$ cat config.mk
export PLATFORM = sky130hd
export DESIGN_NAME = pwm_event_timer
export DESIGN_NICKNAME = d
export VERILOG_FILES = /design/src/rtl/pet_pkg.sv /design/src/rtl/pet_post_line.sv /design/src/rtl/pet_prescale.sv /design/src/rtl/pet_count_core.sv /design/src/rtl/pet_pin_gen.sv /design/src/rtl/pwm_event_timer.sv
export SDC_FILE = /design/constraint.sdc
export NUM_CORES = 1
export LEC_CHECK = 0
export BUFFER_PORTS_ARGS = -buffer_cell sky130_fd_sc_hd__buf_2
export CORE_MARGIN = 2
export CORE_UTILIZATION = 50
export DETAILED_ROUTE_END_ITERATION = 16
export PLACE_DENSITY = 0.66
export SLEW_MARGIN = 10
export SYNTH_ARGS = -nofsm -noshare
export SYNTH_HDL_FRONTEND = slang
export SYNTH_SLANG_ARGS = --single-unit
$ cat constraint.sdc
create_clock -name clk -period 9.75 [get_ports clk]
set_input_delay 2.925 -clock clk [delete_from_list [all_inputs] [get_ports clk]]
set_output_delay 2.925 -clock clk [all_outputs]
set_load 0.01 [all_outputs]
$ cat src/rtl/pet_pkg.sv
package pet_pkg;

    localparam int DATA_W     = 32;
    localparam int ADDR_W     = 4;
    localparam int RATIO_W    = 3;
    localparam int PRE_W      = 2 ** RATIO_W;
    localparam int POST_DEPTH = 2;
    localparam int RST_CYCLES = 4;
    localparam int NPOST      = 5;
    localparam int STAT_W     = 2;
    localparam logic [DATA_W-1:0] IFC_RESET_KEY = 32'h0000_0006;

    localparam int IX_CTRL  = 0;
    localparam int IX_COUNT = 1;
    localparam int IX_LOAD  = 2;
    localparam int IX_MATCH = 3;
    localparam int IX_TRIG  = 4;

    typedef enum logic [ADDR_W-1:0] {
        REG_CTRL  = 4'd0,
        REG_COUNT = 4'd1,
        REG_LOAD  = 4'd2,
        REG_MATCH = 4'd3,
        REG_TRIG  = 4'd4,
        REG_STAT  = 4'd5,
        REG_IEN   = 4'd6,
        REG_WPEND = 4'd7,
        REG_IFCTL = 4'd8,
        REG_SYSST = 4'd9
    } reg_idx_e;

    typedef enum logic [1:0] {
        TRIG_NONE     = 2'd0,
        TRIG_OVF      = 2'd1,
        TRIG_BOTH     = 2'd2,
        TRIG_BOTH_ALT = 2'd3
    } trig_e;

    // control word; ratio and trigger fields keep fixed positions
    typedef struct packed {
        logic [19:0]        rsv_hi;
        trig_e              trig;
        logic               rsv9;
        logic               toggle;
        logic               dflt;
        logic               cmp_en;
        logic               pre_en;
        logic [RATIO_W-1:0] ratio;
        logic               autold;
        logic               run;
    } ctrl_t;

    function automatic logic [PRE_W-1:0] pre_limit(input logic [RATIO_W-1:0] r);
        logic [PRE_W:0] span;
        span = (PRE_W+1)'(1) << (int'(r) + 1);
        return PRE_W'(span - 1'b1);
    endfunction

    function automatic ctrl_t ctrl_clean(input logic [DATA_W-1:0] w);
        ctrl_t c;
        c        = ctrl_t'(w);
        c.rsv_hi = '0;
        c.rsv9   = 1'b0;
        return c;
    endfunction

endpackage

$ cat src/rtl/pet_post_line.sv
module pet_post_line #(
    parameter int W     = 32,
    parameter int DEPTH = 2
) (
    input  logic         clk,
    input  logic         rst,
    input  logic         in_v,
    input  logic [W-1:0] in_d,
    output logic         out_v,
    output logic [W-1:0] out_d,
    output logic         pending
);
    logic [DEPTH-1:0] vld;
    logic [W-1:0]     dat [DEPTH];

    always_ff @(posedge clk) begin
        if (rst) begin
            vld <= '0;
        end else begin
            vld[0] <= in_v;
            for (int i = 1; i < DEPTH; i++) begin
                vld[i] <= vld[i-1];
            end
        end
    end

    always_ff @(posedge clk) begin
        dat[0] <= in_d;
        for (int i = 1; i < DEPTH; i++) begin
            dat[i] <= dat[i-1];
        end
    end

    assign out_v   = vld[DEPTH-1];
    assign out_d   = dat[DEPTH-1];
    assign pending = |vld;
endmodule

$ cat src/rtl/pet_prescale.sv
module pet_prescale import pet_pkg::*; (
    input  logic               clk,
    input  logic               rst,
    input  logic               run,
    input  logic               pre_en,
    input  logic [RATIO_W-1:0] ratio,
    output logic               tick
);
    logic [PRE_W-1:0] pcnt;
    logic [PRE_W-1:0] lim;
    logic             wrap;

    assign lim  = pre_limit(ratio);
    assign wrap = pcnt >= lim;
    assign tick = run && (!pre_en || wrap);

    always_ff @(posedge clk) begin
        if (rst || !run || !pre_en) begin
            pcnt <= '0;
        end else if (wrap) begin
            pcnt <= '0;
        end else begin
            pcnt <= pcnt + 1'b1;
        end
    end
endmodule

$ cat src/rtl/pet_count_core.sv
module pet_count_core import pet_pkg::*; (
    input  logic              clk,
    input  logic              rst,
    input  logic              tick,
    input  logic              autold,
    input  logic              cmp_en,
    input  logic [DATA_W-1:0] load_val,
    input  logic [DATA_W-1:0] match_val,
    input  logic              cnt_wr,
    input  logic [DATA_W-1:0] cnt_wdata,
    input  logic              trig_wr,
    output logic [DATA_W-1:0] count,
    output logic              ovf_evt,
    output logic              mat_evt,
    output logic              stop_req
);
    localparam logic [DATA_W-1:0] CNT_MAX = '1;

    logic [DATA_W-1:0] nxt;
    logic              stepping;

    always_comb begin
        nxt      = count;
        ovf_evt  = 1'b0;
        stepping = 1'b0;
        if (cnt_wr) begin
            nxt = cnt_wdata;
        end else if (trig_wr) begin
            nxt = load_val;
        end else if (tick) begin
            stepping = 1'b1;
            if (count == CNT_MAX) begin
                ovf_evt = 1'b1;
                nxt     = autold ? load_val : '0;
            end else begin
                nxt = count + 1'b1;
            end
        end
    end

    assign mat_evt  = cmp_en && stepping && (nxt == match_val);
    assign stop_req = ovf_evt && !autold;

    always_ff @(posedge clk) begin
        if (rst) begin
            count <= '0;
        end else begin
            count <= nxt;
        end
    end
endmodule

$ cat src/rtl/pet_pin_gen.sv
module pet_pin_gen import pet_pkg::*; (
    input  logic  clk,
    input  logic  rst,
    input  logic  ovf_evt,
    input  logic  mat_evt,
    input  trig_e trig,
    input  logic  dflt,
    input  logic  toggle,
    output logic  pin
);
    logic state;
    logic fire;

    always_comb begin
        case (trig)
            TRIG_OVF:                fire = ovf_evt;
            TRIG_BOTH, TRIG_BOTH_ALT: fire = ovf_evt || mat_evt;
            default:                 fire = 1'b0;
        endcase
    end

    always_ff @(posedge clk) begin
        if (rst || trig == TRIG_NONE) begin
            state <= 1'b0;
        end else if (toggle) begin
            if (fire) begin
                state <= ~state;
            end
        end else begin
            state <= fire;
        end
    end

    assign pin = dflt ^ state;
endmodule

$ cat src/rtl/pwm_event_timer.sv
module pwm_event_timer import pet_pkg::*; #(
    parameter int POST_LAT = POST_DEPTH,
    parameter int SRST_LEN = RST_CYCLES
) (
    input  logic              clk,
    input  logic              rst,
    input  logic              bus_we,
    input  logic [ADDR_W-1:0] bus_addr,
    input  logic [DATA_W-1:0] bus_wdata,
    output logic [DATA_W-1:0] bus_rdata,
    output logic              irq,
    output logic              pwm_out
);
    localparam int SRST_W = $clog2(SRST_LEN + 1);

    logic [SRST_W-1:0] srst_cnt;
    logic              busy;
    logic              core_rst;
    logic              sys_done;

    assign busy     = srst_cnt != '0;
    assign core_rst = rst | busy;
    assign sys_done = !busy;

    always_ff @(posedge clk) begin
        if (rst) begin
            srst_cnt <= '0;
        end else if (busy) begin
            srst_cnt <= srst_cnt - 1'b1;
        end else if (bus_we && bus_addr == REG_IFCTL && bus_wdata == IFC_RESET_KEY) begin
            srst_cnt <= SRST_W'(SRST_LEN);
        end
    end

    // posted write path, one delay line per posted register
    logic [NPOST-1:0] land_v;
    logic [NPOST-1:0] wpend;
    logic [DATA_W-1:0] land_d [NPOST];

    for (genvar p = 0; p < NPOST; p++) begin : g_post
        pet_post_line #(
            .W     (DATA_W),
            .DEPTH (POST_LAT)
        ) u_line (
            .clk     (clk),
            .rst     (core_rst),
            .in_v    (bus_we && !busy && bus_addr == ADDR_W'(p)),
            .in_d    (bus_wdata),
            .out_v   (land_v[p]),
            .out_d   (land_d[p]),
            .pending (wpend[p])
        );
    end

    ctrl_t             ctrl_q;
    logic [DATA_W-1:0] load_q;
    logic [DATA_W-1:0] match_q;
    logic [DATA_W-1:0] count;
    logic [STAT_W-1:0] stat_q;
    logic [STAT_W-1:0] ien_q;
    logic              tick;
    logic              ovf_evt;
    logic              mat_evt;
    logic              stop_req;
    logic              stat_wr;
    logic              ien_wr;

    assign stat_wr = bus_we && !busy && bus_addr == REG_STAT;
    assign ien_wr  = bus_we && !busy && bus_addr == REG_IEN;

    always_ff @(posedge clk) begin
        if (core_rst) begin
            ctrl_q <= '0;
        end else if (land_v[IX_CTRL]) begin
            ctrl_q <= ctrl_clean(land_d[IX_CTRL]);
        end else if (stop_req) begin
            ctrl_q.run <= 1'b0;
        end
    end

    always_ff @(posedge clk) begin
        if (core_rst) begin
            load_q  <= '0;
            match_q <= '0;
        end else begin
            if (land_v[IX_LOAD]) begin
                load_q <= land_d[IX_LOAD];
            end
            if (land_v[IX_MATCH]) begin
                match_q <= land_d[IX_MATCH];
            end
        end
    end

    always_ff @(posedge clk) begin
        if (core_rst) begin
            stat_q <= '0;
            ien_q  <= '0;
        end else begin
            stat_q <= (stat_q & ~(stat_wr ? bus_wdata[STAT_W-1:0] : '0)) | {mat_evt, ovf_evt};
            if (ien_wr) begin
                ien_q <= bus_wdata[STAT_W-1:0];
            end
        end
    end

    pet_prescale u_pre (
        .clk    (clk),
        .rst    (core_rst),
        .run    (ctrl_q.run),
        .pre_en (ctrl_q.pre_en),
        .ratio  (ctrl_q.ratio),
        .tick   (tick)
    );

    pet_count_core u_core (
        .clk       (clk),
        .rst       (core_rst),
        .tick      (tick),
        .autold    (ctrl_q.autold),
        .cmp_en    (ctrl_q.cmp_en),
        .load_val  (load_q),
        .match_val (match_q),
        .cnt_wr    (land_v[IX_COUNT]),
        .cnt_wdata (land_d[IX_COUNT]),
        .trig_wr   (land_v[IX_TRIG]),
        .count     (count),
        .ovf_evt   (ovf_evt),
        .mat_evt   (mat_evt),
        .stop_req  (stop_req)
    );

    pet_pin_gen u_pin (
        .clk     (clk),
        .rst     (core_rst),
        .ovf_evt (ovf_evt),
        .mat_evt (mat_evt),
        .trig    (ctrl_q.trig),
        .dflt    (ctrl_q.dflt),
        .toggle  (ctrl_q.toggle),
        .pin     (pwm_out)
    );

    assign irq = |(stat_q & ien_q);

    always_comb begin
        case (bus_addr)
            REG_CTRL:  bus_rdata = ctrl_q;
            REG_COUNT: bus_rdata = count;
            REG_LOAD:  bus_rdata = load_q;
            REG_MATCH: bus_rdata = match_q;
            REG_STAT:  bus_rdata = {{(DATA_W-STAT_W){1'b0}}, stat_q};
            REG_IEN:   bus_rdata = {{(DATA_W-STAT_W){1'b0}}, ien_q};
            REG_WPEND: bus_rdata = {{(DATA_W-NPOST){1'b0}}, wpend};
            REG_SYSST: bus_rdata = {{(DATA_W-1){1'b0}}, sys_done};
            default:   bus_rdata = '0;
        endcase
    end
endmodule

# == Yosys cells after proc, flatten, opt, wreduce, memory -nomap -nowiden ==
# Memories as Yosys holds them, arrays and structs flattened. A register that Yosys moved wholly into a read port is not among the register bits.
# Index checks and enable logic that the tools add are counted.
# op_classes
addsub,5
magnitude_cmp,1
eq_ne,16
shift,1
muxes,21
n_bitwise,7
n_reduce_logical,36
# ops
cell,n
case mux 32 bit (8 select lines),1
two-way mux 32 bit,5
"adder 32 x 1 -> 32 bit, second input constant",1
"equality test 32 x 3 -> 1 bit, second input constant",1
equality test 32 bit,1
"equality test 32 bit, second input constant",1
"left shift 1 x 32 -> 8 bit, first input constant",1
"equality test 4 x 3 -> 1 bit, second input constant",4
OR reduction 2 bit,8
logical AND 1 bit,14
two-way mux 1 bit,11
"adder 8 x 1 -> 8 bit, second input constant",1
"equality test 4 x 2 -> 1 bit, second input constant",2
"equality test 4 bit, second input constant",2
>= comparator 8 bit,1
"subtractor 8 x 1 -> 8 bit, second input constant",1
two-way mux 3 bit,2
logical OR 1 bit,5
"adder 3 x 1 -> 4 bit, second input constant",1
bitwise AND 2 bit,2
"equality test 2 bit, second input constant",2
"equality test 4 x 1 -> 1 bit, second input constant",1
logical NOT 1 bit,4
logical NOT 4 bit,1
13 further kinds,14
# word_totals
ff_bits,69
ramBits,256
input_bits,39
word_cells,110
mem_count,4
# mem_list
memory,words,width,rd,rd_ports_with_merged_regs,wr,line_no,source
g_post[0].u_line.dat,2,32,2,0,2,pet_post_line.sv:14,logic [W-1:0] dat [DEPTH];
g_post[1].u_line.dat,2,32,2,0,2,pet_post_line.sv:14,
g_post[2].u_line.dat,2,32,2,1,2,pet_post_line.sv:14,
g_post[3].u_line.dat,2,32,2,1,2,pet_post_line.sv:14,

# == Longest topological paths before layout ==
# Gate-level depths: netlist (run 1).
# depth
ltp_word,15
mapped_depth,19

# == Modules after synthesis ==
# A second synthesis (run 1) with hierarchy kept.
# hier_totals
hier_cells,1476
area_unflattened_um2,15855.2
# by_module_without_submodules
module,instances,cells_each,area_each_um2
pet_post_line,5,101,1580.3
pwm_event_timer,1,401,3721.1
pet_count_core,1,500,3604.7
pet_prescale,1,61,555.5
pet_pin_gen,1,9,72.6

# == Worst setup path before layout (run 1) ==
# Ideal clock, no wire load.
# synth_path
path_type,input to output
startpoint,in bus_addr[1]
endpoint,out bus_rdata[12]
arrival_ns,4.447
slack_ns,2.378
cell_stages,6
path_buffers,4
path_cell_list,clkbuf_1 -> clkbuf_1 -> clkbuf_1 -> buf_1 -> a22oi_1 -> nor2_1
# synth_between
elab_chain_len,2
word_cells_on_any_way,9
cone_classes,7 x eq/ne; 1 x mux; 1 x reduce/logical
# synth_rtl
item,line_no,source
from (decl),pwm_event_timer.sv:8,"input logic [ADDR_W-1:0] bus_addr,"
equality test 4 bit (tied with other cells),pwm_event_timer.sv:147,case (bus_addr)
case mux 32 bit (8 select lines) (*),pwm_event_timer.sv:147,
to (decl),pwm_event_timer.sv:10,"output logic [DATA_W-1:0] bus_rdata,"
# Every way passes the cells marked *; elsewhere a longest branch is shown, timed or not.

# == Final worst setup path (run 1) ==
# layout_path
startpoint,in bus_addr[1]
endpoint,out bus_rdata[19]
# The elaborated chain is that of the path after synthesis.

==> metrics.txt, run 1 <==
layout cell share with drive strength beyond 1 0.140; CTS tree done; leakage power 3.90 nW; Die Width 147 µm; largest cells by area after synthesis dfxtp_1, mux2i_1, nor2_1, nand2_1, o21ai_0; Vias 9587; Netlist cell types 79; Top Ports 73; Multi-input gate area 5910 µm²; Hold Path Sink g_post[0].u_line.dat[0][45]; IO Port Bufs 72; initial antenna violation count 1; Slew HR 0.226; worst hold path depth 0; Layout Skew 16.5 ps; layout net count 1285; TritonCTS buffer count 17; H-tree depth 4; Setup Viol. Count Final 0; clk sinks 197; Worst Tran Pin Value 1160 ps; crit-path max cell delay 940 ps; post-synthesis register bit count 197; PwrDens 152 nW/µm²; Starting Density 0.509; EDFF count, synth 0; Synth Area in Adders 0.0146; Post-DP Area 10800 µm²; ys flop type dfxtp_1; Cells after DPL 1485; status completed; Worst-path clk slew 80 ps; critical hold path startpoint g_post[2].u_line.dat[0][13]; design area 11400 µm²; routed length on met1 15.3 mm; clk_lat worst skew 450 ps; mux share of post-synthesis cell area 0.122; Die Y 147 µm; Routed WL per cell 23.1 µm; Hold WS 329 ps; leading area contributor after synthesis dfxtp_1; fin cells 1517; Ant. Diodes 0; Setup TNS 0 ps; root buffer cell clkbuf_16; gr usage total 0.325; Initial DRC Count 1209; Seq/Total Area, Yosys 0.384; cell area after synthesis 10300 µm²; DRC viols 0; FF-to-FF setup slack 3870 ps; CP Capture Type primary output; DR top layer met4; critical path startpoint category input pin; Hold WC Path Type reg2reg; met3 wire len 3.36 mm; WL final 35.0 mm; Final Hold Violating Endpoints 0; Arrival @ worst endpoint 4670 ps; CP top delay family simple AND/OR/NAND/NOR gates; FILL cells 1922; vias in the first global route 8970; Worst path slowest cell nor2b_2; Yosys warnings 0; core area 20200 µm²; Crit path top cell by count buf_2; share of synthesized registers carrying an async set or reset 0; drt via density 6.32; FF-to-FF Start ctrl_q[3]; WL met2 15.4 mm; Cell Chain, Critical Path buf_2 -> nor2b_2 -> a22oi_1 -> nor2_1 -> buf_2; dpl hpwl 25.0 mm; R2R cell count 19; max_cap viols 0; Worst EP required 6830 ps; Max clock buf depth 2; compound-cell area share of the yosys netlist 0.172; FF-to-FF End u_pin.state; Syn Area/Cell 8.50 µm²; grt ovf 0; CP bufs+invs 2; overall power 0.00173 W; post-cts resize count 0; Simple-Gate Fraction of Synth Area 0.233; period utilisation layout 0.779; Detailed Routing Iterations Pass 1 7; RSZ-0062 raised after global routing false; P&R area growth vs syn 11.0%; sequential cell area 3950 µm²; largest net degree at the start of global routing 98; CTS Hold Bufs 0; gate count of the mapped netlist 1209; VDD IR max 0.201 mV; Placer Congestion 1.05; first-pass GRT wire length 54.0 mm; Slew Limit Fails 0; FP Rows 52; CP Class in2out; die footprint 21700 µm²; Yosys top cell area share 0.384; antenna-violating nets left 0; maximum clock frequency 0.132 GHz; largest family of logic cells by synthesized area simple AND/OR/NAND/NOR gates; min Tclk post-route 7600 ps; Post-Synth XOR/XNOR Area 0.0315; Setup Fix Bufs, Post-CTS 0; Crit Path Max Fanout 22
## logic make-up (layout without fill, tap and decap cells)
logic type / Yosys count / count (layout)
other: 1 / 2
DFF: 197 / 197
muxes: 115 / 115
adders and majority gates: 12 / 12
and+or+nand+nor: 479 / 479
xor gates and xnor gates: 37 / 37
buffers and inverters: 110 / 147
AOI/OAI and AO/OA: 258 / 258
## area by class of cell
class,instances,share of cell area
multi-input combinational,903,0.518
sequential,197,0.346
timing repair buffer,92,0.0447
clock buffer,18,0.0385
tap,270,0.0296
clock inverter,14,0.0156
inverter,23,0.00757
## cell usage in the layout, fill, tap and decap left out, types with 6 or more instances in the layout
| cell type | n |
|---|---|
| inv_1 | 22 |
| or4_1 | 7 |
| o22ai_1 | 7 |
| o221ai_1 | 7 |
| nor2b_1 | 10 |
| and2_1 | 21 |
| clkbuf_16 | 17 |
| xor2_1 | 13 |
| and3_1 | 15 |
| nor4_1 | 22 |
| a22oi_1 | 25 |
| xnor2_1 | 24 |
| a31oi_1 | 17 |
| a311oi_1 | 6 |
| buf_2 | 72 |
| ha_1 | 12 |
| nor3_1 | 18 |
| nand3b_1 | 6 |
| nand2b_1 | 11 |
| dfxtp_1 | 194 |
| nand3_1 | 40 |
| a211oi_1 | 10 |
| o21ai_0 | 48 |
| buf_4 | 20 |
| nor2_1 | 177 |
| nand4_1 | 28 |
| nand2_1 | 84 |
| a21oi_1 | 48 |
| mux4_2 | 6 |
| or3_1 | 8 |
| o211ai_1 | 14 |
| and4_1 | 6 |
| mux2_2 | 18 |
| mux2i_1 | 90 |
## state kept, by name, indices dropped and copies added, names as in the netlist, 2 cells and up
name,flops
g_post.u_line.dat,64
load_q,32
match_q,32
u_core.count,32
ctrl_q,11
g_post.u_line.vld,10
u_pre.pcnt,8
srst_cnt,3
ien_q,2
stat_q,2
## routing by layer
metal | track usage | vias to the layer above
met5 | 0 | -
met2 | 0.498 | 470
met4 | 0.0995 | 0
met1 | 0.454 | 4574
met3 | 0.0792 | 70
li1 | - | 4473
## where the power goes
part,switching [W],internal (W),total [W]
Combinational,0.000118,0.0000423,0.000160
Sequential,0.0000194,0.000825,0.000844
Clock,0.000372,0.000357,0.000729
Total,0.000510,0.00122,0.00173
## stage by stage
stage	utilization	setup WS, ps
after floorplan	-	2380
after global placement	0.535	2220
after detailed placement	0.535	2180
after CTS	0.566	2180
after global routing	0.566	2030
final	0.566	2150
## synthesized netlist by cell type, types with 6 or more instances
cell type  count
buf_1          7
and2_1        21
nor2_1       177
or3_1          8
a21oi_1       48
nor3_1        18
clkbuf_1      65
nor4_1        22
nand4_1       28
or4_1          7
a311oi_1       6
and4_1         6
nor2b_1       11
o21ai_0       49
nand2b_1      12
o221ai_1       7
inv_1         22
buf_2         12
o22ai_1        7
nand2_1       84
nand3b_1       6
a22oi_1       25
nand3_1       40
o211ai_1      14
a211oi_1      10
dfxtp_1      197
mux4_2         6
and3_1        15
mux2i_1       90
xnor2_1       24
mux2_2        18
a31oi_1       17
ha_1          12
xor2_1        13
## worst max path at each step
stage                      from            end  slack, ps  depth (start not counted)
CTS                 bus_addr[1]  bus_rdata[18]       2180                          5
floorplan           bus_addr[1]  bus_rdata[12]       2380                          6
global placement    bus_addr[1]   bus_rdata[9]       2220                          5
detailed placement  bus_addr[1]  bus_rdata[18]       2180                          5
finish              bus_addr[1]  bus_rdata[19]       2150                          5
global route        bus_addr[1]  bus_rdata[25]       2030                          5
(Power assumes the default switching activity.)
==> run 2, diff against run 1 <==
Settings changed: PLACE_DENSITY 0.66 to 0.69.
Clock period 9.75 ns to 6.87 ns, I/O delays scaled along.
==> run 2 against run 1 <==
- die area unchanged
- non-clock buffer count up 5
- sequential cell count unchanged
- critical path depth unchanged
- global-route usage about the same
- critical endpoint is now bus_rdata[1]
==> metrics.txt, run 2 (synthesized netlist as in run 1, its figures left out) <==
status completed; FF-to-FF setup slack 1390 ps (-2480 ps); met2 GRT Util 0.498 (about the same); vias in the first global route 8977 (+0.078%); post-cts resize count 0 (unchanged); CP Capture Type primary output; DRC viols 0 (unchanged); Hold WC Path Type reg2reg; VDD IR max 0.233 mV (+16%); busiest grt layer met2; Setup TNS 0 ps (unchanged); Worst Tran Pin Value 1270 ps (+113 ps); antenna-violating nets left 0 (unchanged); core area 20200 µm² (unchanged); Crit path top cell by count buf_2; Placer Congestion 1.03 (-2.0%); Setup Fix Bufs, Post-CTS 0 (unchanged); Max clock buf depth 2 (unchanged); Starting Density 0.509 (unchanged); critical path startpoint category input pin; period utilisation layout 0.847; GR Layer Usage met1 0.460 (+0.00666); layout cell share with drive strength beyond 1 0.143 (+0.00344); min Tclk post-route 5820 ps; CTS Hold Bufs 0 (unchanged); commonest non-fill, non-tap cell in the layout dfxtp_1; Slew HR 0.148 (-0.0785); layout net count 1290 (+0.39%); die footprint 21700 µm² (unchanged); IO Port Bufs 72 (unchanged); Arrival @ worst endpoint 3760 ps (-910 ps); Cell Chain, Critical Path buf_2 -> nand3_1 -> o32a_1 -> o311ai_0 -> buf_2; H-tree depth 4 (unchanged); WL final 35.5 mm (+1.3%); Detailed Routing Iterations Pass 1 5 (-2); Post-DP Area 10800 µm² (+0.35%); Setup Viol. Count Final 0 (unchanged); clk_lat worst skew 460 ps (about the same); P&R area growth vs syn 11.3%; Ant. Diodes 0 (unchanged); Worst EP required 4810 ps (-2020 ps); Final Util 0.567 (+0.00118); Top Ports 73 (unchanged); crit-path max cell delay 750 ps (-190 ps); maximum clock frequency 0.172 GHz; Slew Limit Fails 0 (unchanged); overall power 0.00245 W (+41%); Routed WL per cell 23.3 µm (+0.92%); PwrDens 214 nW/µm² (+41%); CTS tree done; Die Width 147 µm (unchanged); Die Y 147 µm (unchanged); design area 11400 µm² (+0.21%); Vias 9832 (+2.6%); initial antenna violation count 2 (+1); TritonCTS buffer count 17 (unchanged); Top reg by flops g_post.u_line.dat; Crit Path Max Fanout 45 (+100%); Worst-path clk slew 90 ps (about the same); gr usage total 0.325 (about the same); dpl hpwl 25.4 mm (+1.6%); grt ovf 0 (unchanged); drt via density 6.46 (+2.2%); worst setup margin 1050 ps (-1100 ps); commonest non-fill, non-tap cells in the layout dfxtp_1, nor2_1, mux2i_1; Worst path slowest cell buf_2; root buffer cell clkbuf_16; clk sinks 197 (unchanged); Layout Skew 24.4 ps (+7.91 ps); max_cap viols 0 (unchanged); met3 usage 0.0571 (-0.0220); CP Class in2out; max FFs per register 64 (unchanged); worst slack, placed 1050 ps (-1130 ps); Initial DRC Count 1147 (-5.1%); largest net degree at the start of global routing 54 (-45%); first-pass GRT wire length 53.8 mm (-0.40%); leakage power 3.92 nW (+0.51%); RSZ-0062 raised after global routing false; Final Hold Violating Endpoints 0 (unchanged); FP Rows 52 (unchanged)
-- run 2: area by class of cell --
cell class,count,area [µm²]
flip-flops and latches,197,3950
clock inverters,15,178
repair buffers,97,548
multi-input cells,903,5910
clock buffers,17,425
fillers,1865,8740
well taps,270,338
inverters,23,86.3
-- run 2: final timing paths --
check                                                  from                          end  cells after the start
worst min register to register  g_post[2].u_line.dat[0][22]  g_post[0].u_line.dat[0][54]                      0
worst min-delay path            g_post[2].u_line.dat[0][22]  g_post[0].u_line.dat[0][54]                      0
worst max-delay path                            bus_addr[1]                 bus_rdata[1]                      5
worst max register to register                    ctrl_q[3]                  u_pin.state                     17
-- run 2: stage by stage --
stage | hold WS, ps | cells
2_1_floorplan | 310 | 1210
5_1_grt | 331 | 1522
4_1_cts | 324 | 1522
3_3_place_gp | 310 | 1490
3_5_place_dp | 312 | 1490
6_report | 319 | 1522
-- run 2: worst max-delay path, delay by kind of cell --
kind / cells / cell delay, ps
buf+inv: 2 / 950
compound gates: 2 / 360
simple gates: 1 / 350
-- run 2: where the power goes --
group	total (W)	internal, W	leakage (nW)	switching, W
registers	0.00120	0.00117	1.61	0.0000269
logic	0.000229	0.0000609	2.02	0.000169
clock network	0.00102	0.000495	0.292	0.000528
-- run 2: per-layer routing --
metal	vias up	part of all wire
li1	4482	-
met5	-	0.00037
met3	83	0.087
met2	548	0.44
met4	2	0.029
met1	4717	0.44
